`src/rtl/tx4b5b_pkg.sv`:
```
package tx4b5b_pkg;
  localparam int NIB_W = 4;
  localparam int SYM_W = NIB_W + 1;
  typedef logic [SYM_W-1:0] sym_t;
  typedef logic [NIB_W-1:0] nib_t;

  localparam sym_t SYM_IDLE = 5'b11111;
  localparam sym_t SYM_J    = 5'b11000;
  localparam sym_t SYM_K    = 5'b10001;
  localparam sym_t SYM_T    = 5'b01101;
  localparam sym_t SYM_R    = 5'b00111;
  localparam sym_t SYM_BAD  = 5'b00100;

  typedef enum logic [2:0] {
    FS_IDLE, FS_K, FS_DATA, FS_T, FS_R
  } fstate_t;

  typedef struct packed {
    logic en;
    logic er;
    logic raw;
    nib_t dat;
  } samp_t;
endpackage

```
`src/rtl/tx_in_stage.sv`:
```
module tx_in_stage
  import tx4b5b_pkg::*;
(
  input  logic  clk,
  input  logic  rst_n,
  input  samp_t in_s,
  output samp_t out_s
);
  always_ff @(posedge clk) begin
    if (!rst_n) out_s <= '0;
    else        out_s <= in_s;
  end
endmodule

```
`src/rtl/nib_encoder.sv`:
```
module nib_encoder
  import tx4b5b_pkg::*;
(
  input  nib_t nib,
  output sym_t grp
);
  always_comb begin
    case (nib)
      4'h0: grp = 5'b11110;
      4'h1: grp = 5'b01001;
      4'h2: grp = 5'b10100;
      4'h3: grp = 5'b10101;
      4'h4: grp = 5'b01010;
      4'h5: grp = 5'b01011;
      4'h6: grp = 5'b01110;
      4'h7: grp = 5'b01111;
      4'h8: grp = 5'b10010;
      4'h9: grp = 5'b10011;
      4'hA: grp = 5'b10110;
      4'hB: grp = 5'b10111;
      4'hC: grp = 5'b11010;
      4'hD: grp = 5'b11011;
      4'hE: grp = 5'b11100;
      default: grp = 5'b11101;
    endcase
  end
endmodule

```
`src/rtl/frame_ctrl.sv`:
```
module frame_ctrl
  import tx4b5b_pkg::*;
(
  input  logic  clk,
  input  logic  rst_n,
  input  samp_t smp,
  output sym_t  sym_nxt
);
  fstate_t state_q, state_d;
  sym_t    data_grp;

  nib_encoder u_enc (.nib(smp.dat), .grp(data_grp));

  always_comb begin
    state_d = state_q;
    sym_nxt = SYM_IDLE;
    case (state_q)
      FS_IDLE: if (smp.en) begin
        sym_nxt = SYM_J;
        state_d = FS_K;
      end
      FS_K: begin
        sym_nxt = SYM_K;
        state_d = smp.en ? FS_DATA : FS_T;
      end
      FS_DATA: if (smp.en) begin
        sym_nxt = smp.er ? SYM_BAD : data_grp;
      end else begin
        sym_nxt = SYM_T;
        state_d = FS_R;
      end
      FS_T: begin
        sym_nxt = SYM_T;
        state_d = FS_R;
      end
      FS_R: begin
        sym_nxt = SYM_R;
        state_d = FS_IDLE;
      end
      default: state_d = FS_IDLE;
    endcase
    if (smp.raw) state_d = FS_IDLE;
  end

  always_ff @(posedge clk) begin
    if (!rst_n) state_q <= FS_IDLE;
    else        state_q <= state_d;
  end


  short_frame_closes_chk: assert property (@(posedge clk) disable iff (!rst_n)
    (state_q == FS_K && !smp.en && !smp.raw) |=> (state_q == FS_T));
endmodule

```
`src/rtl/tx_4b5b_framer.sv`:
```
module tx_4b5b_framer
  import tx4b5b_pkg::*;
(
  input  logic       clk,
  input  logic       rst_n,
  input  logic [3:0] mii_txd,
  input  logic       mii_tx_en,
  input  logic       mii_tx_er,
  input  logic       sym_raw,
  output logic [4:0] code_o
);
  samp_t in_s, s1;
  sym_t  fr_sym, code_q;
  logic  framed_q;

  assign in_s = '{en: mii_tx_en, er: mii_tx_er, raw: sym_raw, dat: mii_txd};

  tx_in_stage u_in (.clk(clk), .rst_n(rst_n), .in_s(in_s), .out_s(s1));
  frame_ctrl  u_fc (.clk(clk), .rst_n(rst_n), .smp(s1), .sym_nxt(fr_sym));

  always_ff @(posedge clk) begin
    if (!rst_n) begin
      code_q   <= SYM_IDLE;
      framed_q <= 1'b1;
    end else begin
      code_q   <= s1.raw ? {s1.er, s1.dat} : fr_sym;
      framed_q <= !s1.raw;
    end
  end

  assign code_o = code_q;


  k_follows_j_chk: assert property (@(posedge clk) disable iff (!rst_n)
    (framed_q && code_q == SYM_J) |=> (!framed_q || code_q == SYM_K));

  r_follows_t_chk: assert property (@(posedge clk) disable iff (!rst_n)
    (framed_q && code_q == SYM_T) |=> (!framed_q || code_q == SYM_R));

  idle_exit_is_j_chk: assert property (@(posedge clk) disable iff (!rst_n)
    (framed_q && code_q == SYM_IDLE) |=>
      (!framed_q || code_q == SYM_IDLE || code_q == SYM_J));

  bad_needs_err_chk: assert property (@(posedge clk) disable iff (!rst_n)
    (framed_q && code_q == SYM_BAD) |-> $past(mii_tx_er, 2));

  raw_passthru_chk: assert property (@(posedge clk) disable iff (!rst_n)
    (!framed_q) |-> (code_q == {$past(mii_tx_er, 2), $past(mii_txd, 2)}));
endmodule

```
`config.mk`:
```
export PLATFORM = sky130hd
export DESIGN_NAME = tx_4b5b_framer
export DESIGN_NICKNAME = d
export VERILOG_FILES = /design/src/rtl/tx4b5b_pkg.sv /design/src/rtl/tx_in_stage.sv /design/src/rtl/nib_encoder.sv /design/src/rtl/frame_ctrl.sv /design/src/rtl/tx_4b5b_framer.sv
export SDC_FILE = /design/constraint.sdc
export NUM_CORES = 1
export LEC_CHECK = 0
export ABC_AREA = 1
export BUFFER_PORTS_ARGS = -buffer_cell sky130_fd_sc_hd__buf_2
export CORE_MARGIN = 2
export CORE_UTILIZATION = 55
export DETAILED_ROUTE_END_ITERATION = 6
export GPL_ROUTABILITY_DRIVEN = 0
export PLACE_DENSITY = 0.81
export SETUP_SLACK_MARGIN = 0.3
export SLEW_MARGIN = 20
export SYNTH_ARGS = -nofsm -noshare
export SYNTH_HDL_FRONTEND = slang
export SYNTH_SLANG_ARGS = --single-unit
```
`constraint.sdc`:
```
create_clock -name clk -period 2.65 [get_ports clk]
set_input_delay 0 -clock clk [delete_from_list [all_inputs] [get_ports clk]]
set_output_delay 0 -clock clk [all_outputs]
set_load 0.02 [all_outputs]
```
# [Yosys cells after proc, flatten, opt, wreduce, memory -nomap -nowiden]
# Memories as Yosys holds them, arrays and structs flattened. A register that Yosys moved wholly into a read port is not among the register bits.
# Cells that the tools add are included.
[classes] n_eq_ne=6 bitwise=1 muxes=10 reduce_logical=3
[op_table] op="one-hot mux 5 bit (5 select lines)" count=1
[op_table] op="two-way mux 5 bit" count=3
[op_table] op="one-hot mux 3 bit (4 select lines)" count=1
[op_table] op="two-way mux 3 bit" count=3
[op_table] op="equality test 3 x 2 -> 1 bit, second input constant" count=2
[op_table] op="two-way mux 4 bit" count=1
[op_table] op="!= test 2 bit, second input constant" count=2
[op_table] op="equality test 3 x 1 -> 1 bit, second input constant" count=1
[op_table] op="equality test 3 bit, second input constant" count=1
[op_table] op="logical NOT 3 bit" count=1
[op_table] op="AND reduction 2 bit" count=1
[op_table] op="OR reduction 2 bit" count=1
[op_table] op="two-way mux 1 bit" count=1
[op_table] op="NOT 1 bit" count=1
[word_totals] mem_bits_ro=80 out_inout_bits=5 n_memories=1 regBits=15 in_bits=9
[mem_list] memory="(name not given)" words=16 width=5 read_ports=1 rd_ports_with_merged_regs=1 write_ports=0 line="nib_encoder.sv:8" text="case (nib)"

# [Depth between registers and ports, before layout]
[depth] depth_word=4 mapped_depth=7 mapped_depth_nobuf=7

# [Modules after synthesis]
# A second synthesis with hierarchy kept.
[unflattened] cells_unflattened=113 hier_area_um2=750.7
[by_module_without_submodules] module="frame_ctrl" n_inst=1 area_per_inst_um2=321.6 seq_area_each_um2=60.1 cells_per_inst=56
[by_module_without_submodules] module="tx_in_stage" n_inst=1 area_per_inst_um2=192.7 seq_area_each_um2=140.1 cells_per_inst=21
[by_module_without_submodules] module="tx_4b5b_framer" n_inst=1 area_per_inst_um2=166.4 seq_area_each_um2=100.1 cells_per_inst=21
[by_module_without_submodules] module="nib_encoder" n_inst=1 area_per_inst_um2=70.1 seq_area_each_um2=0.0 cells_per_inst=15

# [Least setup slack after synthesis]
# OpenSTA, ideal clock, no wires.
[synth_path] path_kind="register to register" from="register u_in.out_s[6] in the netlist's numbering" to="register code_q[0], in the netlist code_o[0]" t_required_ps=2535 setup_slack_ps=1730 stages_incl_launch_ff=6 setup_time_ps=115 arrival_time_ps=805 synth_period_minus_slack_ps=920 cell_sequence="dfxtp_1 -> inv_2 -> a21oi_2 -> nand3_1 -> nand2_1 -> nand2_1"
[synth_via] elab_chain_cells=3
[synth_rtl] element="from (decl)" line="tx_in_stage.sv:7" text="output samp_t out_s"
[synth_rtl] element="from (signal assigned)" line="tx_in_stage.sv:11" text="else out_s <= in_s;"
[synth_rtl] element="two-way mux 5 bit or two-way mux 3 bit (tied branches)" line="frame_ctrl.sv:26, frame_ctrl.sv:18"
[synth_rtl] element="one-hot mux 5 bit (5 select lines) (*)" line="frame_ctrl.sv:17" text="case (state_q)"
[synth_rtl] element="two-way mux 5 bit (*)" line="tx_4b5b_framer.sv:26" text="code_q <= s1.raw ? {s1.er, s1.dat} : fr_sym;"
[synth_rtl] element="to (signal assigned)" line="tx_4b5b_framer.sv:26"
[synth_rtl] element="to (decl)" line="tx_4b5b_framer.sv:13" text="sym_t fr_sym, code_q;"
# Every way passes the cells marked *; elsewhere a longest branch is shown, timed or not.
# A chain may end at the register's enable or synchronous reset.

# [Worst setup path in the final report]
[layout_path] from="input port mii_txd[0]" to="register, netlist name u_fc.u_enc.grp[4]"
[layout_via] elab_chain_cells=1
[layout_rtl] element="from (decl)" line="tx_4b5b_framer.sv:6" text="input logic [3:0] mii_txd,"
[layout_rtl] element="two-way mux 4 bit (no line)"
# No other way between the ends.

==> out/results.ini <==
[outcome]
status=complete, but fails checks
violations=negative hold slack

[route]
dr.pass1.iters=4
post-route-drc-count=0
ant_nets=0
drt_iter0_markers=16
avgViaCountPerCell=4.85
dr_total_vias=693
post_drt_wl_per_cell_um=9.83
wirelength_mm=1.41

[synthesis]
synth_top_family_by_area=simple AND/OR/NAND/NOR gates
synth_adder_area_share=0
synthCells=102
synth-warning-count=0
synth_area_um2=773
syn_area_per_cell_um2=7.58
yosys.area_share.simple=0.272
ys_types=16
ys_ff_latch=20
synthMuxAreaShare=0
syn_nets=111
synth_sequential_area_ratio=0.518
synth_xor_area_frac=0
synth_compound_area_frac=0.118

[clock_network]
root_buffer=clkbuf_4
htree_levels=1
cts_sinks=20
cts_resized=0
cts_tree=yes
clockBufferDepth=2
cts_buffers=3
clkTransAtPathRegs_ns=0.11
clk_latency_ns=0.30

[floorplan]
rows=13
fp.coreArea_um2=1300
start_util=0.594
dieArea_um2=1720
die_h_um=41.5
die_w_um=41.5
ios=14

[critical_path]
cp-end-kind=flop
regToRegStartpoint=u_fc.state_q[0]
setup.worst_path.class=in2reg
cp_max_fo=4
worstRegToRegCells=5
cp-start-kind=input port
cp.required_ns=2.84
rrSetupSlack_ns=1.58
cp-endpoint=u_fc.u_enc.grp[4]
worst_r2r_endpoint=code_o[0]
setup.worst_path.start=mii_txd[0]
crit_arrival_ns=1.50

[timing]
hold_viol=1
post-route-min-period_ns=1.32
slew_headroom=0.843
finalSetupViolCount=0
fmax_mhz=760
holdWs_ns=-0.00290
timing.final.ws_setup_ns=1.33
worst_slew_pin_slew_ns=0.235
skew_ns=0.00961
slew_violations=0
rsz0062_at_grt=false
setup_tns_ns=0
finalCritPeriodShare=0.497

[grt]
grt.overflow.total=0
grt_pass1_vias=668
grt_usage=0.189
grt_max_degree=12
antenna_found_initial=0
grt_pass1_wl_mm=2.51

[power_and_ir_drop]
power_leakage_nw=0.495
power_density_nw_per_um2=596
peakVddDrop_mv=0.411
p_total_mw=0.588

[cells_and_area]
final_common_cell=nand2_1
diodes=0
drive_above_1_share=0.203
nFillCells=96
area_delta_synth_final_pct=27.5
mostFrequentLayoutCells=31 x nand2_1, 20 x dfxtp_1, 14 x inv_1, 13 x buf_2, 10 x dlygate4sd3_1
fin_nets=138
final_util=0.758

[placed_design]
dp_slack_ns=1.57
dp_hpwl_mm=1.03
place.port_buffers=13

[run]
drv_cap=0

[min_path]
hold_class=in2reg

-- flip-flops by register name (all words and copies together) (netlist names) --
signal	count
code_o	5
u_in.out_s	7
u_fc.state_q	3
u_fc.u_enc.grp	5
-- cell families after synthesis --
kind of cell	after synthesis
AOI/OAI and AO/OA	15
and+or+nand+nor	49
buffers and inverters	18
DFF	20
-- metrics by stage --
stage / instance area [um^2] / hold WS (ns) / std cells
2_1_floorplan: 773 / 0.0976 / 102
3_3_place_gp: 850 / 0.181 / 129
3_5_place_dp: 850 / 0.186 / 129
4_1_cts: 986 / 0.000120 / 143
5_1_grt: 986 / 0.0319 / 143
6_report: 986 / -0.00290 / 143
-- power breakdown --
part	internal [mW]	switching [mW]
sequential	0.321	0.0105
clock	0.0838	0.0867
combinational	0.0374	0.0486
total	0.442	0.146
-- routing by layer --
layer / track usage / up-vias / part of all wire
li1: - / 366 / -
met1: 0.209 / 304 / 0.44
met2: 0.319 / 19 / 0.51
met3: 0.0261 / 4 / 0.038
met4: 0.148 / 0 / 0.015
met5: 0 / - / 0
-- cell usage after synthesis --
cell type | count | area share
nor2_4 | 2 | 0.029
inv_1 | 14 | 0.068
inv_2 | 3 | 0.015
a21boi_1 | 1 | 0.0097
o31ai_1 | 1 | 0.0097
nand2_1 | 31 | 0.15
a21oi_2 | 1 | 0.011
dfxtp_1 | 20 | 0.52
o211ai_2 | 1 | 0.016
o21ai_0 | 4 | 0.026
o21ai_1 | 1 | 0.0065
nand2_2 | 2 | 0.016
a21oi_1 | 6 | 0.039
buf_4 | 1 | 0.0097
nor2_1 | 9 | 0.044
nand3_1 | 5 | 0.032
-- what timing repair did --
action | in CTS | in global routing
hold buffers | 10 | 0
setup buffers | 0 | 0
hold endpoints to repair | 9 | 0
setup endpoints to repair | 0 | 0
-- worst max-delay path, cell delays in order --
cell and delay, ns:
dlygate4sd3_1 0.52, buf_2 0.10, nand2_1 0.09, o21ai_0 0.17
nand2_1 0.07, dlygate4sd3_1 0.55
-- worst min-delay path by stage --
stage	startpoint	cells after the start	to	slack [ns]
3_5_place_dp	mii_tx_en	3	u_in.out_s[6]	0.19
4_1_cts	mii_txd[1]	3	u_in.out_s[1]	0.0001
2_1_floorplan	sym_raw	2	u_in.out_s[4]	0.1
5_1_grt	mii_txd[1]	3	u_fc.u_enc.grp[2]	0.03
3_3_place_gp	sym_raw	3	u_in.out_s[4]	0.18
6_report	mii_txd[1]	3	u_in.out_s[1]	-0.003
-- cell type report --
cell class / count / area [um^2] / share of cell area
Sequential cell: 20 / 400 / 0.406
Tap cell: 15 / 18.8 / 0.0190
Clock buffer: 4 / 36.3 / 0.0368
Multi-Input combinational cell: 64 / 302 / 0.306
Timing Repair Buffer: 23 / 165 / 0.168
Inverter: 17 / 63.8 / 0.0647
(Power assumes the default switching activity.)
